`config.mk`:
```
export PLATFORM = sky130hd
export DESIGN_NAME = spi_stat_irq
export DESIGN_NICKNAME = d
export VERILOG_FILES = /design/src/rtl/spi_si_pkg.sv /design/src/rtl/spi_si_flags.sv /design/src/rtl/spi_si_seq.sv /design/src/rtl/spi_si_irq.sv /design/src/rtl/spi_stat_irq.sv
export SDC_FILE = /design/constraint.sdc
export NUM_CORES = 1
export LEC_CHECK = 0
export BUFFER_PORTS_ARGS = -buffer_cell sky130_fd_sc_hd__buf_2
export CAP_MARGIN = 0
export CORE_MARGIN = 2
export CORE_UTILIZATION = 38
export CTS_CLUSTER_DIAMETER = 60
export DETAILED_ROUTE_END_ITERATION = 6
export PLACE_DENSITY_LB_ADDON = 0.1
export SETUP_SLACK_MARGIN = 0.15
export SYNTH_ARGS = -nofsm -noshare
export SYNTH_HDL_FRONTEND = slang
export SYNTH_SLANG_ARGS = --single-unit
```
`constraint.sdc`:
```
create_clock -name clk -period 1.9 [get_ports clk]
set_clock_uncertainty 0.1 [all_clocks]
set_input_delay 0.38 -clock clk [delete_from_list [all_inputs] [get_ports clk]]
set_output_delay 0.38 -clock clk [all_outputs]
set_load 0.03 [all_outputs]
```
`src/rtl/spi_si_pkg.sv`:
```
`timescale 1ns/1ps
package spi_si_pkg;
  typedef enum logic [1:0] {ST_IDLE, ST_SHIFT, ST_FDLY, ST_XDLY} seq_st_t;
  localparam int unsigned NSRC    = 4;
  localparam int unsigned B_RXRDY = 0;
  localparam int unsigned B_TXRDY = 1;
  localparam int unsigned B_RXOV  = 2;
  localparam int unsigned B_TXUR  = 3;
  localparam int unsigned B_ENDX  = 7;
  localparam int unsigned B_MIDLE = 8;
endpackage

```
`src/rtl/spi_si_flags.sv`:
```
`timescale 1ns/1ps
module spi_si_flags (
  input  logic clk,
  input  logic rst_n,
  input  logic cfg_master,
  input  logic txh_wr,
  input  logic txh_eot,
  input  logic rxd_rd,
  input  logic go,
  input  logic done,
  input  logic clr_ov,
  input  logic clr_ur,
  output logic tx_full,
  output logic tx_eot,
  output logic rx_full,
  output logic rx_ov,
  output logic tx_ur
);
  logic tx_full_n, tx_eot_n, rx_full_n, rx_ov_n, tx_ur_n;

  always_comb begin
    tx_full_n = txh_wr | (tx_full & ~go);
    tx_eot_n  = txh_wr ? txh_eot : tx_eot;
    rx_full_n = done | (rx_full & ~rxd_rd);
    rx_ov_n   = (rx_ov & ~clr_ov) | (~cfg_master & done & rx_full & ~rxd_rd);
    tx_ur_n   = (tx_ur & ~clr_ur) | (~cfg_master & go & ~tx_full);
  end

  always_ff @(posedge clk or negedge rst_n) begin
    if (!rst_n) begin
      tx_full <= 1'b0;
      tx_eot  <= 1'b0;
      rx_full <= 1'b0;
      rx_ov   <= 1'b0;
      tx_ur   <= 1'b0;
    end else begin
      tx_full <= tx_full_n;
      tx_eot  <= tx_eot_n;
      rx_full <= rx_full_n;
      rx_ov   <= rx_ov_n;
      tx_ur   <= tx_ur_n;
    end
  end

  // the sequencer never grants a master frame into a full receiver
  a_r3_no_go_rx_full: assert property (@(posedge clk) disable iff (!rst_n)
    cfg_master && go |-> !rx_full);
  // overrun flag is sticky until cleared
  a_r4_ov_sticky: assert property (@(posedge clk) disable iff (!rst_n)
    rx_ov && !clr_ov |=> rx_ov);
  // no underrun recorded in master mode
  a_r5_no_ur_master: assert property (@(posedge clk) disable iff (!rst_n)
    cfg_master |=> !$rose(tx_ur));
endmodule

```
`src/rtl/spi_si_seq.sv`:
```
`timescale 1ns/1ps
module spi_si_seq
  import spi_si_pkg::*;
(
  input  logic clk,
  input  logic rst_n,
  input  logic cfg_master,
  input  logic eng_req,
  input  logic eng_done,
  input  logic tx_full,
  input  logic tx_eot,
  input  logic rx_full,
  input  logic endx_wr,
  input  logic fdly_done,
  input  logic xdly_done,
  output logic go,
  output logic fdly_req,
  output logic xdly_req,
  output logic endx,
  output logic mst_idle
);
  seq_st_t st, st_n;
  logic endx_n, xact, xact_n, ecur, ecur_n;

  always_comb begin
    st_n   = st;
    endx_n = endx;
    xact_n = xact;
    ecur_n = ecur;
    go     = 1'b0;
    if (cfg_master) begin
      unique case (st)
        ST_IDLE: begin
          if (endx) begin
            if (xact) st_n = ST_XDLY;
            else      endx_n = 1'b0;
          end else if (eng_req && tx_full && !rx_full) begin
            go     = 1'b1;
            st_n   = ST_SHIFT;
            xact_n = 1'b1;
            ecur_n = tx_eot;
          end
        end
        ST_SHIFT: if (eng_done) st_n = ST_FDLY;
        ST_FDLY:  if (fdly_done) st_n = (ecur || endx) ? ST_XDLY : ST_IDLE;
        ST_XDLY: begin
          if (xdly_done) begin
            st_n   = ST_IDLE;
            xact_n = 1'b0;
            endx_n = 1'b0;
          end
        end
        default: st_n = ST_IDLE;
      endcase
    end else begin
      xact_n = 1'b0;
      ecur_n = 1'b0;
      unique case (st)
        ST_IDLE: begin
          endx_n = 1'b0;
          if (eng_req) begin
            go   = 1'b1;
            st_n = ST_SHIFT;
          end
        end
        ST_SHIFT: if (eng_done) st_n = ST_IDLE;
        default:  st_n = ST_IDLE;
      endcase
    end
    if (endx_wr) endx_n = 1'b1;
  end

  always_ff @(posedge clk or negedge rst_n) begin
    if (!rst_n) begin
      st   <= ST_IDLE;
      endx <= 1'b0;
      xact <= 1'b0;
      ecur <= 1'b0;
    end else begin
      st   <= st_n;
      endx <= endx_n;
      xact <= xact_n;
      ecur <= ecur_n;
    end
  end

  assign fdly_req = cfg_master && (st == ST_FDLY);
  assign xdly_req = cfg_master && (st == ST_XDLY);
  assign mst_idle = !tx_full && (st == ST_IDLE);

  // a granted frame makes the master busy on the next cycle
  a_r12_busy_after_go: assert property (@(posedge clk) disable iff (!rst_n)
    go |=> !mst_idle);
  // transfer delay is entered only after a frame delay or on an end request
  a_r8_xdly_entry: assert property (@(posedge clk) disable iff (!rst_n)
    cfg_master && $rose(xdly_req) |-> $past(fdly_req) || $past(endx));
  // inside an open transfer the end request drops only with the transfer delay done
  a_r10_endx_release: assert property (@(posedge clk) disable iff (!rst_n)
    cfg_master && $past(cfg_master) && $fell(endx) && $past(xact) |-> $past(xdly_done));
endmodule

```
`src/rtl/spi_si_irq.sv`:
```
`timescale 1ns/1ps
module spi_si_irq #(
  parameter int unsigned NSRC = 4
) (
  input  logic            clk,
  input  logic            rst_n,
  input  logic            set_we,
  input  logic            clr_we,
  input  logic [NSRC-1:0] wmask,
  input  logic [NSRC-1:0] flags,
  output logic [NSRC-1:0] ien,
  output logic            irq
);
  logic [NSRC-1:0] ien_n, set_m, clr_m;
  logic            irq_n;

  always_comb begin
    set_m = set_we ? wmask : '0;
    clr_m = clr_we ? wmask : '0;
    ien_n = (ien | set_m) & ~clr_m;
    irq_n = |(flags & ien);
  end

  always_ff @(posedge clk or negedge rst_n) begin
    if (!rst_n) begin
      ien <= '0;
      irq <= 1'b0;
    end else begin
      ien <= ien_n;
      irq <= irq_n;
    end
  end

  // a set-only write leaves every written enable bit at 1
  a_r6_set_sticks: assert property (@(posedge clk) disable iff (!rst_n)
    set_we && !clr_we |=> (ien & $past(wmask)) == $past(wmask));
  // with all enables off the line stays quiet next cycle
  a_r7_quiet_when_off: assert property (@(posedge clk) disable iff (!rst_n)
    (ien == '0) |=> !irq);
endmodule

```
`src/rtl/spi_stat_irq.sv`:
```
`timescale 1ns/1ps
module spi_stat_irq
  import spi_si_pkg::*;
#(
  parameter int unsigned REG_W = 32
) (
  input  logic             clk,
  input  logic             rst_n,
  input  logic             cfg_master,
  input  logic             reg_stat_we,
  input  logic             reg_ien_set_we,
  input  logic             reg_ien_clr_we,
  input  logic [REG_W-1:0] reg_wdata,
  output logic [REG_W-1:0] reg_stat,
  output logic [REG_W-1:0] reg_ien,
  input  logic             txh_wr,
  input  logic             txh_eot,
  input  logic             rxd_rd,
  input  logic             eng_req,
  output logic             eng_go,
  input  logic             eng_done,
  output logic             fdly_req,
  input  logic             fdly_done,
  output logic             xdly_req,
  input  logic             xdly_done,
  output logic             irq
);
  logic tx_full, tx_eot, rx_full, rx_ov, tx_ur;
  logic endx, mst_idle, go;
  logic [NSRC-1:0] flags, ien;

  spi_si_flags u_flags (
    .clk(clk), .rst_n(rst_n), .cfg_master(cfg_master),
    .txh_wr(txh_wr), .txh_eot(txh_eot), .rxd_rd(rxd_rd),
    .go(go), .done(eng_done),
    .clr_ov(reg_stat_we & reg_wdata[B_RXOV]),
    .clr_ur(reg_stat_we & reg_wdata[B_TXUR]),
    .tx_full(tx_full), .tx_eot(tx_eot), .rx_full(rx_full),
    .rx_ov(rx_ov), .tx_ur(tx_ur)
  );

  spi_si_seq u_seq (
    .clk(clk), .rst_n(rst_n), .cfg_master(cfg_master),
    .eng_req(eng_req), .eng_done(eng_done),
    .tx_full(tx_full), .tx_eot(tx_eot), .rx_full(rx_full),
    .endx_wr(reg_stat_we & reg_wdata[B_ENDX]),
    .fdly_done(fdly_done), .xdly_done(xdly_done),
    .go(go), .fdly_req(fdly_req), .xdly_req(xdly_req),
    .endx(endx), .mst_idle(mst_idle)
  );

  always_comb begin
    flags          = '0;
    flags[B_RXRDY] = rx_full;
    flags[B_TXRDY] = ~tx_full;
    flags[B_RXOV]  = rx_ov;
    flags[B_TXUR]  = tx_ur;
  end

  spi_si_irq #(.NSRC(NSRC)) u_irq (
    .clk(clk), .rst_n(rst_n),
    .set_we(reg_ien_set_we), .clr_we(reg_ien_clr_we),
    .wmask(reg_wdata[NSRC-1:0]), .flags(flags),
    .ien(ien), .irq(irq)
  );

  always_comb begin
    reg_stat              = '0;
    reg_stat[NSRC-1:0]    = flags;
    reg_stat[B_ENDX]      = endx;
    reg_stat[B_MIDLE]     = mst_idle;
    reg_ien               = '0;
    reg_ien[NSRC-1:0]     = ien;
  end

  assign eng_go = go;
endmodule

```
# Word level (Yosys, flattened, before mapping)
# Index checks and enable logic that the tools add are counted.
word_totals:
  inputBits: 45
  register_bits: 15
  wordCells: 104
op_classes:
  bitwise_logic: 26
  mux: 35
  n_eq_ne: 16
  reduce_logical: 16
op_table:
  columns: ["cell", "count"]
  rows:
  - ["$mux W2", 10]
  - ["$mux W1", 19]
  - ["$and A1 B1 Y1", 12]
  - ["$ne A3 B3 Y1 const B", 4]
  - ["$and A4 B4 Y4", 2]
  - ["$mux W4", 2]
  - ["$pmux W2 S4", 1]
  - ["$not A1 Y1", 6]
  - ["$reduce_and A3 Y1", 2]
  - ["$reduce_and A6 Y1", 1]
  - ["$reduce_bool A3 Y1", 2]
  - ["$logic_and A1 B1 Y1", 5]
  - ["$eq A2 B2 Y1 const B", 2]
  - ["$ne A2 B1 Y1 const B", 2]
  - ["$ne A2 B2 Y1 const B", 2]
  - ["$ne A4 B2 Y1 const B", 1]
  - ["$ne A4 B3 Y1 const B", 1]
  - ["$ne A4 B4 Y1 const B", 1]
  - ["$not A4 Y4", 1]
  - ["$or A1 B1 Y1", 4]
  - ["$or A4 B4 Y4", 1]
  - ["$pmux W1 S2", 2]
  - ["$pmux W2 S2", 1]
  - ["$reduce_and A4 Y1", 1]
  - ["other kinds (7)", 8]

# Longest topological paths before layout
# Gate-level depths: netlist (run 1).
depth:
  word_depth: 9
  depth_mapped: 7
  ltp_nobuf: 6

# Hierarchy
# A second synthesis (run 1) with hierarchy kept.
hier_totals:
  cells_unflattened: 134
  area_unflattened_um2: 1222.4
by_module_without_submodules:
  columns: ["module", "n_inst", "area_each_um2", "cells_each"]
  rows:
  - ["spi_stat_irq", 1, 469.2, 64]
  - ["spi_si_seq", 1, 356.6, 39]
  - ["spi_si_flags", 1, 212.7, 15]
  - ["spi_si_irq", 1, 183.9, 16]

# Worst setup path before layout (run 1)
# No wires, ideal clock.
synth_path:
  path_type: "register -> output"
  start: "register u_flags.tx_full"
  end: "output eng_go"
  setup_slack_ns: -0.102
  arrival_time_ns: 1.522
  stages_incl_launch_ff: 4
  t_required_ns: 1.420
  path_buffers: 0
  path_cell_list: "dfrtp_1 inv_1 or3_1 a21oi_1"
synth_between:
  elab_chain_cells: 6
synth_rtl:
  columns: ["element", "line_no", "text"]
  rows:
  - ["start, declared", "spi_si_flags.sv:13", "output logic tx_full,"]
  - ["start signal, assigned", "spi_si_flags.sv:37", "tx_full <= tx_full_n;"]
  - ["$logic_and A1 B1 Y1 (2 in series)", "spi_si_seq.sv:37", "end else if (eng_req && tx_full && !rx_full) begin"]
  - ["$mux W1", "spi_si_seq.sv:37", null]
  - ["$mux W1", "spi_si_seq.sv:34", "if (endx) begin"]
  - ["$mux W1", "spi_si_seq.sv:32", "unique case (st)"]
  - ["$mux W1", "spi_si_seq.sv:31", "if (cfg_master) begin"]
  - ["end, declared", "spi_stat_irq.sv:20", "output logic eng_go,"]
# Every way passes these cells.

# Final worst setup path (run 1)
layout_path:
  start: "register u_seq.endx"
  end: "output eng_go"
layout_between:
  elab_chain_cells: 3
layout_rtl:
  columns: ["element", "line_no", "text"]
  rows:
  - ["start, declared", "spi_si_seq.sv:19", "output logic endx,"]
  - ["start signal, assigned", "spi_si_seq.sv:81", "endx <= endx_n;"]
  - ["$mux W1", "spi_si_seq.sv:34", null]
  - ["$mux W1", "spi_si_seq.sv:32", null]
  - ["$mux W1", "spi_si_seq.sv:31", null]
# Every way passes these cells.

==> run_summary.xml, run 1 <==
<?xml version="1.0" encoding="UTF-8"?>
<metrics>
  <group name="cells_and_area">
    <metric name="layout.cells.most_common_list" unit="">conb_1 (54), buf_2 (27), dfrtp_1 (13)</metric>
    <metric name="post_route_cells_drive_above_1_share" unit="">0.384</metric>
    <metric name="most_common_cell_after_layout_fill_and_taps_aside" unit="">conb_1</metric>
    <metric name="layout-area-overhead-vs-synth" unit="%">18.7</metric>
    <metric name="final-instance-count-excl-fill" unit="">231</metric>
    <metric name="num_antenna_cells" unit="">0</metric>
    <metric name="post-route-cell-area" unit="um^2">1530</metric>
    <metric name="fill_cells" unit="">338</metric>
    <metric name="num-nets-final" unit="">235</metric>
  </group>
  <group name="pwr">
    <metric name="total_power_density_per_cell_area" unit="nW/um^2">1190</metric>
    <metric name="design_power_total" unit="W">0.00182</metric>
    <metric name="leakagePower" unit="nW">0.812</metric>
    <metric name="max_ir_drop_vdd" unit="V">0.000412</metric>
  </group>
  <group name="timing">
    <metric name="rsz0062_at_grt" unit="">yes</metric>
    <metric name="timing.hold.ws" unit="ns">0.160</metric>
    <metric name="timing.fmax" unit="MHz">535</metric>
    <metric name="period_minus_ws_final" unit="ns">1.87</metric>
    <metric name="final_total_negative_setup_slack" unit="ns">0</metric>
    <metric name="final_setup_violations" unit="">0</metric>
    <metric name="final_max_slew_viol_count" unit="">0</metric>
    <metric name="hold_viol" unit="">0</metric>
    <metric name="period_share" unit="">0.983</metric>
  </group>
  <group name="critical_path">
    <metric name="worst_r2r_endpoint" unit="">u_seq.st[0]</metric>
    <metric name="cp_max_fo" unit="">2</metric>
    <metric name="path_buf_inv" unit="">1</metric>
    <metric name="critical-path-max-stage-delay" unit="ns">0.42</metric>
    <metric name="worst-r2r-setup-slack" unit="ns">0.11</metric>
    <metric name="timing.critical_path.arrival" unit="ns">1.39</metric>
    <metric name="critical_path.top_delay_family" unit="">flip-flops</metric>
    <metric name="path_class" unit="">flop to primary output</metric>
    <metric name="worstReg2RegStart" unit="">u_seq.st[1]</metric>
    <metric name="critical_path.cell_chain" unit="">or3_4 -&gt; a21oi_4 -&gt; buf_6</metric>
    <metric name="critPathCaptureType" unit="">primary output</metric>
    <metric name="critical-path-slowest-cell" unit="">dfrtp_2</metric>
    <metric name="ff_to_ff_path_depth" unit="">7</metric>
    <metric name="start_kind" unit="">flop</metric>
    <metric name="critical_path_required" unit="ns">1.42</metric>
  </group>
  <group name="synthesis">
    <metric name="synth_xor_area_frac" unit="">0</metric>
    <metric name="synth-seq-area-share" unit="">0.291</metric>
    <metric name="yosysUniqueCellTypes" unit="">32</metric>
    <metric name="syn-mean-instance-area" unit="um^2">9.16</metric>
    <metric name="yosys.area_share.adder" unit="">0.0388</metric>
    <metric name="yosysTopAreaCellShare" unit="">0.349</metric>
    <metric name="post-synth-top-area-cell" unit="">buf_4</metric>
    <metric name="yosys.area_share.simple" unit="">0.106</metric>
    <metric name="synth_top_family_by_area" unit="">buffers and inverters</metric>
    <metric name="synth_top_area_cells" unit="">buf_4 (35%), dfrtp_1 (29%), a21oi_1 (4.3%)</metric>
    <metric name="synthMuxAreaShare" unit="">0.0320</metric>
    <metric name="synth.cell_area" unit="um^2">1290</metric>
    <metric name="fraction_of_the_mapped_netlist_area_in_compound_gates" unit="">0.157</metric>
    <metric name="synth.yosys.warnings" unit="">0</metric>
    <metric name="yosys_register_bits" unit="">15</metric>
    <metric name="synthCells" unit="">141</metric>
  </group>
  <group name="global_routing">
    <metric name="grt.total_usage" unit="">0.127</metric>
    <metric name="grt_pass1_vias" unit="">820</metric>
    <metric name="antenna_found_initial" unit="">0</metric>
    <metric name="grt_start_max_net_pins" unit="">16</metric>
    <metric name="grt_pass1_wl" unit="um">3860</metric>
    <metric name="grt_remaining_overflow" unit="">0</metric>
  </group>
  <group name="clocking">
    <metric name="clkLatencyLatePin" unit="ns">0.30</metric>
    <metric name="clk_root_buffer_cell" unit="">clkbuf_4</metric>
    <metric name="cts-buffers-inserted" unit="">3</metric>
    <metric name="htree_levels" unit="">1</metric>
    <metric name="worst_setup_hold_path_clk_slew" unit="ns">0.10</metric>
    <metric name="cts_tree" unit="">yes</metric>
    <metric name="cts-root-to-sink-buffers" unit="">2</metric>
    <metric name="clock-sinks" unit="">15</metric>
  </group>
  <group name="hold_path">
    <metric name="whs_endpoint" unit="">u_irq.ien[1]</metric>
    <metric name="worstHoldPathCells" unit="">2</metric>
    <metric name="worst_min_path_class" unit="">input pin to flop</metric>
    <metric name="hp-start" unit="">reg_wdata[1]</metric>
  </group>
  <group name="floorplan">
    <metric name="start_util" unit="">0.390</metric>
    <metric name="top_level_ports" unit="">113</metric>
    <metric name="dieHeight" unit="um">62.3</metric>
    <metric name="core-area" unit="um^2">3310</metric>
    <metric name="die_w" unit="um">62.3</metric>
    <metric name="rows" unit="">21</metric>
    <metric name="die_area" unit="um^2">3880</metric>
  </group>
  <group name="drt">
    <metric name="drt-initial-drc-count" unit="">8</metric>
    <metric name="drtPass1Iterations" unit="">2</metric>
    <metric name="routed_wl" unit="um">2480</metric>
    <metric name="drcViolationCount" unit="">0</metric>
    <metric name="post_drt_wl_per_cell" unit="um">10.7</metric>
    <metric name="ant_nets" unit="">0</metric>
    <metric name="via_per_inst" unit="">3.94</metric>
    <metric name="vias" unit="">909</metric>
  </group>
  <group name="placed_design">
    <metric name="buffer_ports.inserted" unit="">31</metric>
    <metric name="place.gp.congestion" unit="">0.758</metric>
    <metric name="placed_cells" unit="">216</metric>
    <metric name="dp_hpwl" unit="um">1850</metric>
    <metric name="placed_area" unit="um^2">1300</metric>
  </group>
  <group name="status">
    <metric name="outcome" unit="">complete, no violations</metric>
  </group>
  <group name="run">
    <metric name="cap_viol_max_count" unit="">0</metric>
  </group>
</metrics>
worst reg2reg max path, stage by stage, from the launching register on:
cell       delay, ns
dfrtp_2         0.44
inv_2           0.08
ha_4            0.16
buf_6           0.12
nand2b_4        0.05
or3b_1          0.39
o2111ai_2       0.12
mux2i_1         0.26
what timing repair did:
item	CTS	global route
buffers inserted	9	1
pin swaps	2	6
gates resized for setup	21	9
hold buffers	1	0
cloned	0	0
setup endpoints to repair	7	8
endpoints found under the hold margin	15	0
per-layer routing:
layer / part of all wire / up-vias / track usage
met5: 0 / - / 0
met4: 0.021 / 0 / 0.0750
met3: 0.062 / 4 / 0.0109
met2: 0.50 / 45 / 0.219
met1: 0.42 / 417 / 0.156
li1: - / 443 / -
per-stage QoR:
stage / setup WS, ns / utilization
6_report: 0.0323 / 0.463
3_3_place_gp: 0.0249 / 0.394
4_1_cts: 0.0104 / 0.449
3_5_place_dp: -0.000754 / 0.394
5_1_grt: -0.00565 / 0.463
2_1_floorplan: 0.207 / -
flip-flops by register name (all words and copies together) (netlist names):
name,count
u_seq.xact,1
u_flags.tx_eot,1
u_flags.tx_full,1
u_flags.tx_ur,1
u_seq.endx,1
u_seq.st,2
u_flags.rx_ov,1
u_irq.irq,1
u_flags.rx_full,1
u_irq.ien,4
u_seq.ecur,1
cell usage after synthesis:
master     count
o41ai_1        1
nor2b_1        4
dfrtp_1       15
conb_1         1
a41o_1         1
buf_4         60
nand2_1        6
nor2_1         2
buf_2          1
a32oi_1        1
o21bai_1       1
a21oi_1       11
ha_1           4
o211ai_1       1
nand3b_4       1
and2_1         3
o21ai_0        4
or3b_1         1
inv_1          7
a21boi_0       1
a22o_1         1
a2111oi_4      1
mux2i_1        3
nand2b_1       2
o21a_1         1
and2_4         1
a221o_1        1
o31a_1         1
o2111ai_2      1
or2_2          1
or3_1          1
mux2_2         1
area by class of cell:
cell class / instances / area, um^2 / area share
multi-input combinational: 111 / 712 / 0.464
sequential: 15 / 378 / 0.247
timing repair buffer: 48 / 329 / 0.215
tap: 46 / 57.6 / 0.0376
inverter: 7 / 26.3 / 0.0171
clock buffer: 3 / 22.5 / 0.0147
clock inverter: 1 / 7.51 / 0.00490
logic make-up (layout without fill, tap and decap cells):
kind of cell,count (synthesis),in the layout
DFF,15,15
adders and majority gates,4,4
and+or+nand+nor,22,22
other,1,54
buffers and inverters,68,59
AOI/OAI and AO/OA,27,27
muxes,4,4
worst max-delay path by stage:
stage	cells after the start	from	slack (ns)	endpoint
2_1_floorplan	7	u_seq.st[0]	0.21	u_seq.xact
3_3_place_gp	6	u_seq.st[1]	0.02	u_seq.st[0]
3_5_place_dp	6	u_seq.st[1]	-0.0008	u_seq.st[0]
4_1_cts	4	u_flags.tx_full	0.01	eng_go
5_1_grt	3	u_seq.endx	-0.006	eng_go
6_report	3	u_seq.endx	0.03	eng_go
where the power goes:
| part | total (W) | switching [W] | leakage (nW) | internal (W) |
|---|---|---|---|---|
| Sequential | 0.000438 | 0.0000457 | 0.180 | 0.000393 |
| Clock | 0.000202 | 0.000121 | 0.0139 | 0.0000801 |
| Combinational | 0.00118 | 0.000640 | 0.617 | 0.000544 |
| Total | 0.00182 | 0.000807 | 0.812 | 0.00102 |
No activity file was read; power rests on OpenSTA's default activity.
==> run 2: changes to the inputs <==
--- a/config.mk
+++ b/config.mk
@@ -7,7 +7,7 @@
 export LEC_CHECK = 0
 export BUFFER_PORTS_ARGS = -buffer_cell sky130_fd_sc_hd__buf_2
 export CAP_MARGIN = 0
-export CORE_MARGIN = 2
+export CORE_MARGIN = 1.5
 export CORE_UTILIZATION = 38
 export CTS_CLUSTER_DIAMETER = 60
 export DETAILED_ROUTE_END_ITERATION = 6
==> run_summary.xml, run 2 (synthesis results as in run 1) <==
<?xml version="1.0" encoding="UTF-8"?>
<metrics>
  <group name="status">
    <metric name="outcome" unit="">complete, no violations</metric>
  </group>
  <group name="placed_design">
    <metric name="dp_worst_setup_slack" unit="ns">-0.0163</metric>
    <metric name="buffer_ports.inserted" unit="">31</metric>
    <metric name="place.gp.congestion" unit="">0.755</metric>
    <metric name="dp_hpwl" unit="um">1860</metric>
  </group>
  <group name="critical_path">
    <metric name="start_kind" unit="">flop</metric>
    <metric name="worst-r2r-setup-slack" unit="ns">0.15</metric>
    <metric name="critical_path_required" unit="ns">1.42</metric>
    <metric name="worstReg2RegStart" unit="">u_seq.st[1]</metric>
    <metric name="critPathCaptureType" unit="">primary output</metric>
    <metric name="ff_to_ff_path_depth" unit="">7</metric>
    <metric name="path_class" unit="">flop to primary output</metric>
    <metric name="worstSetupStartpoint" unit="">u_flags.tx_full</metric>
    <metric name="worstSetupEndpoint" unit="">eng_go</metric>
    <metric name="timing.critical_path.arrival" unit="ns">1.41</metric>
    <metric name="cp_max_fo" unit="">5</metric>
    <metric name="worst_r2r_endpoint" unit="">u_seq.xact</metric>
  </group>
  <group name="cells_and_area">
    <metric name="largestRegisters" unit="">u_irq.ien x4, u_seq.st x2</metric>
    <metric name="max_reg_flops" unit="">4</metric>
    <metric name="most_common_cell_after_layout_fill_and_taps_aside" unit="">conb_1</metric>
    <metric name="layout.cells.most_common_list" unit="">conb_1 (54), buf_2 (27), buf_4 (12), dfrtp_1 (12), a21oi_1 (10)</metric>
    <metric name="combined_area_of_the_multi_input_logic_cells" unit="um^2">713</metric>
    <metric name="fill_cells" unit="">298</metric>
    <metric name="register_area" unit="um^2">379</metric>
    <metric name="regMostFlops" unit="">u_irq.ien</metric>
    <metric name="post_route_cells_drive_above_1_share" unit="">0.398</metric>
    <metric name="num_antenna_cells" unit="">0</metric>
    <metric name="layout-area-overhead-vs-synth" unit="%">19.7</metric>
    <metric name="num-nets-final" unit="">236</metric>
  </group>
  <group name="clocking">
    <metric name="clock-sinks" unit="">15</metric>
    <metric name="cts-root-to-sink-buffers" unit="">2</metric>
    <metric name="cts-buffers-inserted" unit="">3</metric>
    <metric name="cts_tree" unit="">yes</metric>
    <metric name="worst_setup_hold_path_clk_slew" unit="ns">0.10</metric>
    <metric name="clkLatencyLatePin" unit="ns">0.29</metric>
    <metric name="clk_root_buffer_cell" unit="">clkbuf_4</metric>
    <metric name="htree_levels" unit="">1</metric>
  </group>
  <group name="pwr">
    <metric name="power.net_switching" unit="W">0.000817</metric>
    <metric name="switching_share" unit="">0.438</metric>
    <metric name="pwr-share-clk" unit="">0.100</metric>
    <metric name="internal_power" unit="W">0.00105</metric>
    <metric name="leakagePower" unit="nW">0.816</metric>
    <metric name="sequential_fraction_of_design_power" unit="">0.238</metric>
    <metric name="total_power_density_per_cell_area" unit="nW/um^2">1210</metric>
    <metric name="max_ir_drop_vdd" unit="V">0.000440</metric>
    <metric name="design_power_total" unit="W">0.00187</metric>
    <metric name="comb_power_share" unit="">0.662</metric>
  </group>
  <group name="floorplan">
    <metric name="die_area" unit="um^2">3760</metric>
    <metric name="core-area" unit="um^2">3130</metric>
    <metric name="rows" unit="">20</metric>
    <metric name="top_level_ports" unit="">113</metric>
    <metric name="start_util" unit="">0.413</metric>
    <metric name="die_w" unit="um">61.3</metric>
    <metric name="dieHeight" unit="um">61.3</metric>
  </group>
  <group name="timing">
    <metric name="final_max_slew_viol_count" unit="">0</metric>
    <metric name="worst_slack" unit="ns">0.00691</metric>
    <metric name="final_setup_violations" unit="">0</metric>
    <metric name="period_share" unit="">0.996</metric>
    <metric name="rsz0062_at_grt" unit="">yes</metric>
    <metric name="period_minus_ws_final" unit="ns">1.89</metric>
    <metric name="timing.fmax" unit="MHz">528</metric>
    <metric name="hold_viol" unit="">0</metric>
  </group>
  <group name="global_routing">
    <metric name="grt.total_usage" unit="">0.131</metric>
    <metric name="grt_pass1_wl" unit="um">3620</metric>
    <metric name="grt_pass1_vias" unit="">836</metric>
    <metric name="grt_start_max_net_pins" unit="">16</metric>
    <metric name="antenna_found_initial" unit="">0</metric>
    <metric name="grt_remaining_overflow" unit="">0</metric>
  </group>
  <group name="drt">
    <metric name="routed_wl" unit="um">2550</metric>
    <metric name="drcViolationCount" unit="">0</metric>
    <metric name="via_per_inst" unit="">4.10</metric>
    <metric name="ant_nets" unit="">0</metric>
    <metric name="vias" unit="">944</metric>
    <metric name="drtPass1Iterations" unit="">3</metric>
    <metric name="post_drt_wl_per_cell" unit="um">11.1</metric>
    <metric name="drt-initial-drc-count" unit="">25</metric>
  </group>
  <group name="run">
    <metric name="cap_viol_max_count" unit="">0</metric>
  </group>
  <group name="hold_path">
    <metric name="worst_min_path_class" unit="">input pin to flop</metric>
  </group>
</metrics>
-- run 2: cell count changes in the layout (fill, tap and decap cells not counted), sizes merged --
cell      previous run  this run
buf                 47        48
clkbuf               3         4
clkinvlp             1         0
-- run 2: area by class of cell --
type,instances,share of cell area
multi-input combinational,111,0.462
tap,44,0.0356
clock buffer,4,0.0170
timing repair buffer,49,0.223
inverter,7,0.0170
sequential,15,0.245
-- run 2: critical path, cell delays in order (launching register included) --
cell     delay, ns
dfrtp_1       0.37
inv_2         0.07
or3_4         0.40
a21oi_4       0.15
buf_6         0.15
-- run 2: stage by stage --
step / area, um^2 / utilization / setup TNS [ns] / cells / hold slack (ns)
detailed placement: 1290 / 0.414 / -0.0216 / 213 / 0.200
global route: 1550 / 0.494 / -0.0302 / 230 / 0.151
CTS: 1460 / 0.468 / -0.00234 / 225 / 0.153
floorplan: 1500 / - / 0 / 194 / -0.0156
global placement: 1290 / 0.414 / 0 / 213 / 0.203
finish: 1550 / 0.494 / 0 / 230 / 0.157
-- run 2: timing repair --
item                                    4_1_cts  5_1_grt
buffers inserted                              7        5
pin swaps                                     4        6
hold buffers                                  1        0
gates resized for setup                      24        8
hold endpoints to repair                     15        0
endpoints found under the setup margin        7        7
gates cloned                                  0        0
-- run 2: how the worst min path moves through the flow --
stage | start | endpoint | slack [ns] | cells past startpoint
2_1_floorplan | rst_n | u_flags.rx_full | -0.02 | 0
3_3_place_gp | rst_n | u_irq.irq | 0.20 | 1
3_5_place_dp | rst_n | u_irq.irq | 0.20 | 1
4_1_cts | rxd_rd | u_flags.rx_ov | 0.15 | 2
5_1_grt | rxd_rd | u_flags.rx_ov | 0.15 | 2
6_report | rxd_rd | u_flags.rx_ov | 0.16 | 2
-- run 2: per-layer routing --
| metal | part of all wire | global-route usage |
|---|---|---|
| met1 | 0.40 | 0.149 |
| met2 | 0.52 | 0.237 |
| met3 | 0.066 | 0.0252 |
| met4 | 0.017 | 0.0590 |
| met5 | 0 | 0 |
-- run 2: power groups by stage --
stage               sequential [W]  combinational, W  clock, W
detailed placement        0.000454          0.000874         0
finish                    0.000444           0.00124  0.000187
floorplan                 0.000470          0.000747         0
CTS                       0.000442           0.00107  0.000194
global placement          0.000451          0.000867         0
global route              0.000451           0.00132  0.000203
==> run 3: changes to the inputs <==
--- a/config.mk
+++ b/config.mk
@@ -12,6 +12,7 @@
 export CTS_CLUSTER_DIAMETER = 60
 export DETAILED_ROUTE_END_ITERATION = 6
 export PLACE_DENSITY_LB_ADDON = 0.1
+export REMOVE_ABC_BUFFERS = 1
 export SETUP_SLACK_MARGIN = 0.15
 export SYNTH_ARGS = -nofsm -noshare
 export SYNTH_HDL_FRONTEND = slang
==> run_summary.xml, run 3 (synthesis results as in run 1) <==
<?xml version="1.0" encoding="UTF-8"?>
<metrics>
  <group name="timing">
    <metric name="final_total_negative_setup_slack" unit="ns">0</metric>
    <metric name="final_max_slew_viol_count" unit="">0</metric>
    <metric name="final_setup_violations" unit="">0</metric>
    <metric name="rsz0062_at_grt" unit="">yes</metric>
    <metric name="hold_viol" unit="">0</metric>
    <metric name="timing.fmax" unit="MHz">531</metric>
    <metric name="period_share" unit="">0.990</metric>
    <metric name="period_minus_ws_final" unit="ns">1.88</metric>
  </group>
  <group name="critical_path">
    <metric name="critPathCaptureType" unit="">primary output</metric>
    <metric name="path_class" unit="">flop to primary output</metric>
    <metric name="cp_max_fo" unit="">5</metric>
    <metric name="critical_path_required" unit="ns">1.42</metric>
    <metric name="start_kind" unit="">flop</metric>
    <metric name="timing.critical_path.arrival" unit="ns">1.40</metric>
  </group>
  <group name="placed_design">
    <metric name="dp_hpwl" unit="um">1840</metric>
    <metric name="buffer_ports.inserted" unit="">31</metric>
    <metric name="placed_area" unit="um^2">1280</metric>
    <metric name="place.gp.congestion" unit="">0.775</metric>
  </group>
  <group name="floorplan">
    <metric name="core-area" unit="um^2">3130</metric>
    <metric name="top_level_ports" unit="">113</metric>
    <metric name="start_util" unit="">0.413</metric>
    <metric name="rows" unit="">20</metric>
    <metric name="die_area" unit="um^2">3760</metric>
    <metric name="die_w" unit="um">61.3</metric>
    <metric name="dieHeight" unit="um">61.3</metric>
  </group>
  <group name="clocking">
    <metric name="clock-sinks" unit="">15</metric>
    <metric name="cts_tree" unit="">yes</metric>
    <metric name="clk_root_buffer_cell" unit="">clkbuf_4</metric>
    <metric name="clkLatencyLatePin" unit="ns">0.27</metric>
    <metric name="worst_setup_hold_path_clk_slew" unit="ns">0.08</metric>
    <metric name="htree_levels" unit="">1</metric>
    <metric name="cts-root-to-sink-buffers" unit="">2</metric>
    <metric name="cts-buffers-inserted" unit="">3</metric>
  </group>
  <group name="drt">
    <metric name="drtPass1Iterations" unit="">3</metric>
    <metric name="ant_nets" unit="">0</metric>
    <metric name="vias" unit="">914</metric>
    <metric name="routed_wl" unit="um">2330</metric>
    <metric name="drt-initial-drc-count" unit="">16</metric>
    <metric name="drcViolationCount" unit="">0</metric>
    <metric name="via_per_inst" unit="">3.99</metric>
    <metric name="post_drt_wl_per_cell" unit="um">10.2</metric>
  </group>
  <group name="cells_and_area">
    <metric name="post-route-cell-area" unit="um^2">1500</metric>
    <metric name="max_reg_flops" unit="">4</metric>
    <metric name="fin_util" unit="">0.480</metric>
    <metric name="most_common_cell_after_layout_fill_and_taps_aside" unit="">conb_1</metric>
    <metric name="num_antenna_cells" unit="">0</metric>
    <metric name="layout-area-overhead-vs-synth" unit="%">16.3</metric>
    <metric name="regMostFlops" unit="">u_irq.ien</metric>
    <metric name="layout.cells.most_common_list" unit="">conb_1 (54), buf_2 (27), dfrtp_1 (15)</metric>
    <metric name="largestRegisters" unit="">u_irq.ien x4, u_seq.st x2</metric>
    <metric name="num-nets-final" unit="">235</metric>
    <metric name="fill_cells" unit="">308</metric>
    <metric name="post_route_cells_drive_above_1_share" unit="">0.357</metric>
  </group>
  <group name="run">
    <metric name="cap_viol_max_count" unit="">0</metric>
  </group>
  <group name="global_routing">
    <metric name="grt_start_max_net_pins" unit="">16</metric>
    <metric name="antenna_found_initial" unit="">0</metric>
    <metric name="grt_remaining_overflow" unit="">0</metric>
    <metric name="grt_pass1_wl" unit="um">3550</metric>
    <metric name="grt_pass1_vias" unit="">783</metric>
    <metric name="grt.total_usage" unit="">0.130</metric>
  </group>
  <group name="pwr">
    <metric name="leakagePower" unit="nW">0.805</metric>
    <metric name="max_ir_drop_vdd" unit="V">0.000460</metric>
    <metric name="design_power_total" unit="W">0.00174</metric>
    <metric name="total_power_density_per_cell_area" unit="nW/um^2">1160</metric>
  </group>
  <group name="status">
    <metric name="outcome" unit="">complete, no violations</metric>
  </group>
  <group name="hold_path">
    <metric name="worst_min_path_class" unit="">input pin to flop</metric>
  </group>
</metrics>
-- run 3: cell types whose count changed in the layout (fill, tap and decap cells not counted), sizes merged --
| cell | change |
|---|---|
| buf | -1 |
-- run 3: path summary, 6_finish.rpt --
path | from | end | slack [ns] | depth (start not counted)
setup / recovery | u_seq.st[0] | eng_go | 0.02 | 5
hold / removal | reg_wdata[0] | u_irq.ien[0] | 0.18 | 2
setup reg to reg | u_seq.st[0] | u_seq.xact | 0.11 | 7
hold reg to reg | u_flags.rx_ov | u_flags.rx_ov | 0.43 | 2
max in group asynchronous | rst_n | u_seq.ecur | 1.02 | 2
min in group asynchronous | rst_n | u_flags.rx_ov | 0.43 | 2
-- run 3: critical path: stages, from the launching register on --
cell and delay, ns:
dfrtp_1 0.44, inv_2 0.12, ha_4 0.18, nand2_1 0.09
a21oi_4 0.14, buf_6 0.15
-- run 3: metal layers --
metal / share of wire / vias up / global-route usage
met4: 0.0034 / 0 / 0.0497
met2: 0.50 / 49 / 0.208
met3: 0.069 / 2 / 0.0273
met5: 0 / - / 0
met1: 0.43 / 421 / 0.172
li1: - / 442 / -
-- run 3: timing repair --
action | in CTS | in global routing
endpoints found under the setup margin | 7 | 7
buffers inserted | 6 | 5
endpoints found under the hold margin | 15 | 0
hold buffers | 1 | 0
resized for setup | 13 | 13
pin swaps | 4 | 6
-- run 3: per-stage QoR --
stage	std cells	setup slack [ns]	hold WS, ns
2_1_floorplan	133	-0.102	-0.0156
3_3_place_gp	213	0.0278	0.205
3_5_place_dp	213	0.0113	0.204
4_1_cts	224	0.0414	0.170
5_1_grt	229	-0.0610	0.166
6_report	229	0.0185	0.184
-- run 3: cell type report --
| class | instances | area (um^2) | area share |
|---|---|---|---|
| clock buffers | 4 | 26.3 | 0.0175 |
| repair buffers | 48 | 322 | 0.214 |
| multi-input cells | 111 | 697 | 0.464 |
| flip-flops and latches | 15 | 375 | 0.250 |
| inverters | 7 | 26.3 | 0.0175 |
| well taps | 44 | 55.1 | 0.0367 |
-- run 3: where the power goes --
part	internal, W	switching, W	leakage, nW
Combinational	0.000512	0.000614	0.608
Clock	0.0000812	0.0000909	0.0150
Sequential	0.000389	0.0000563	0.182
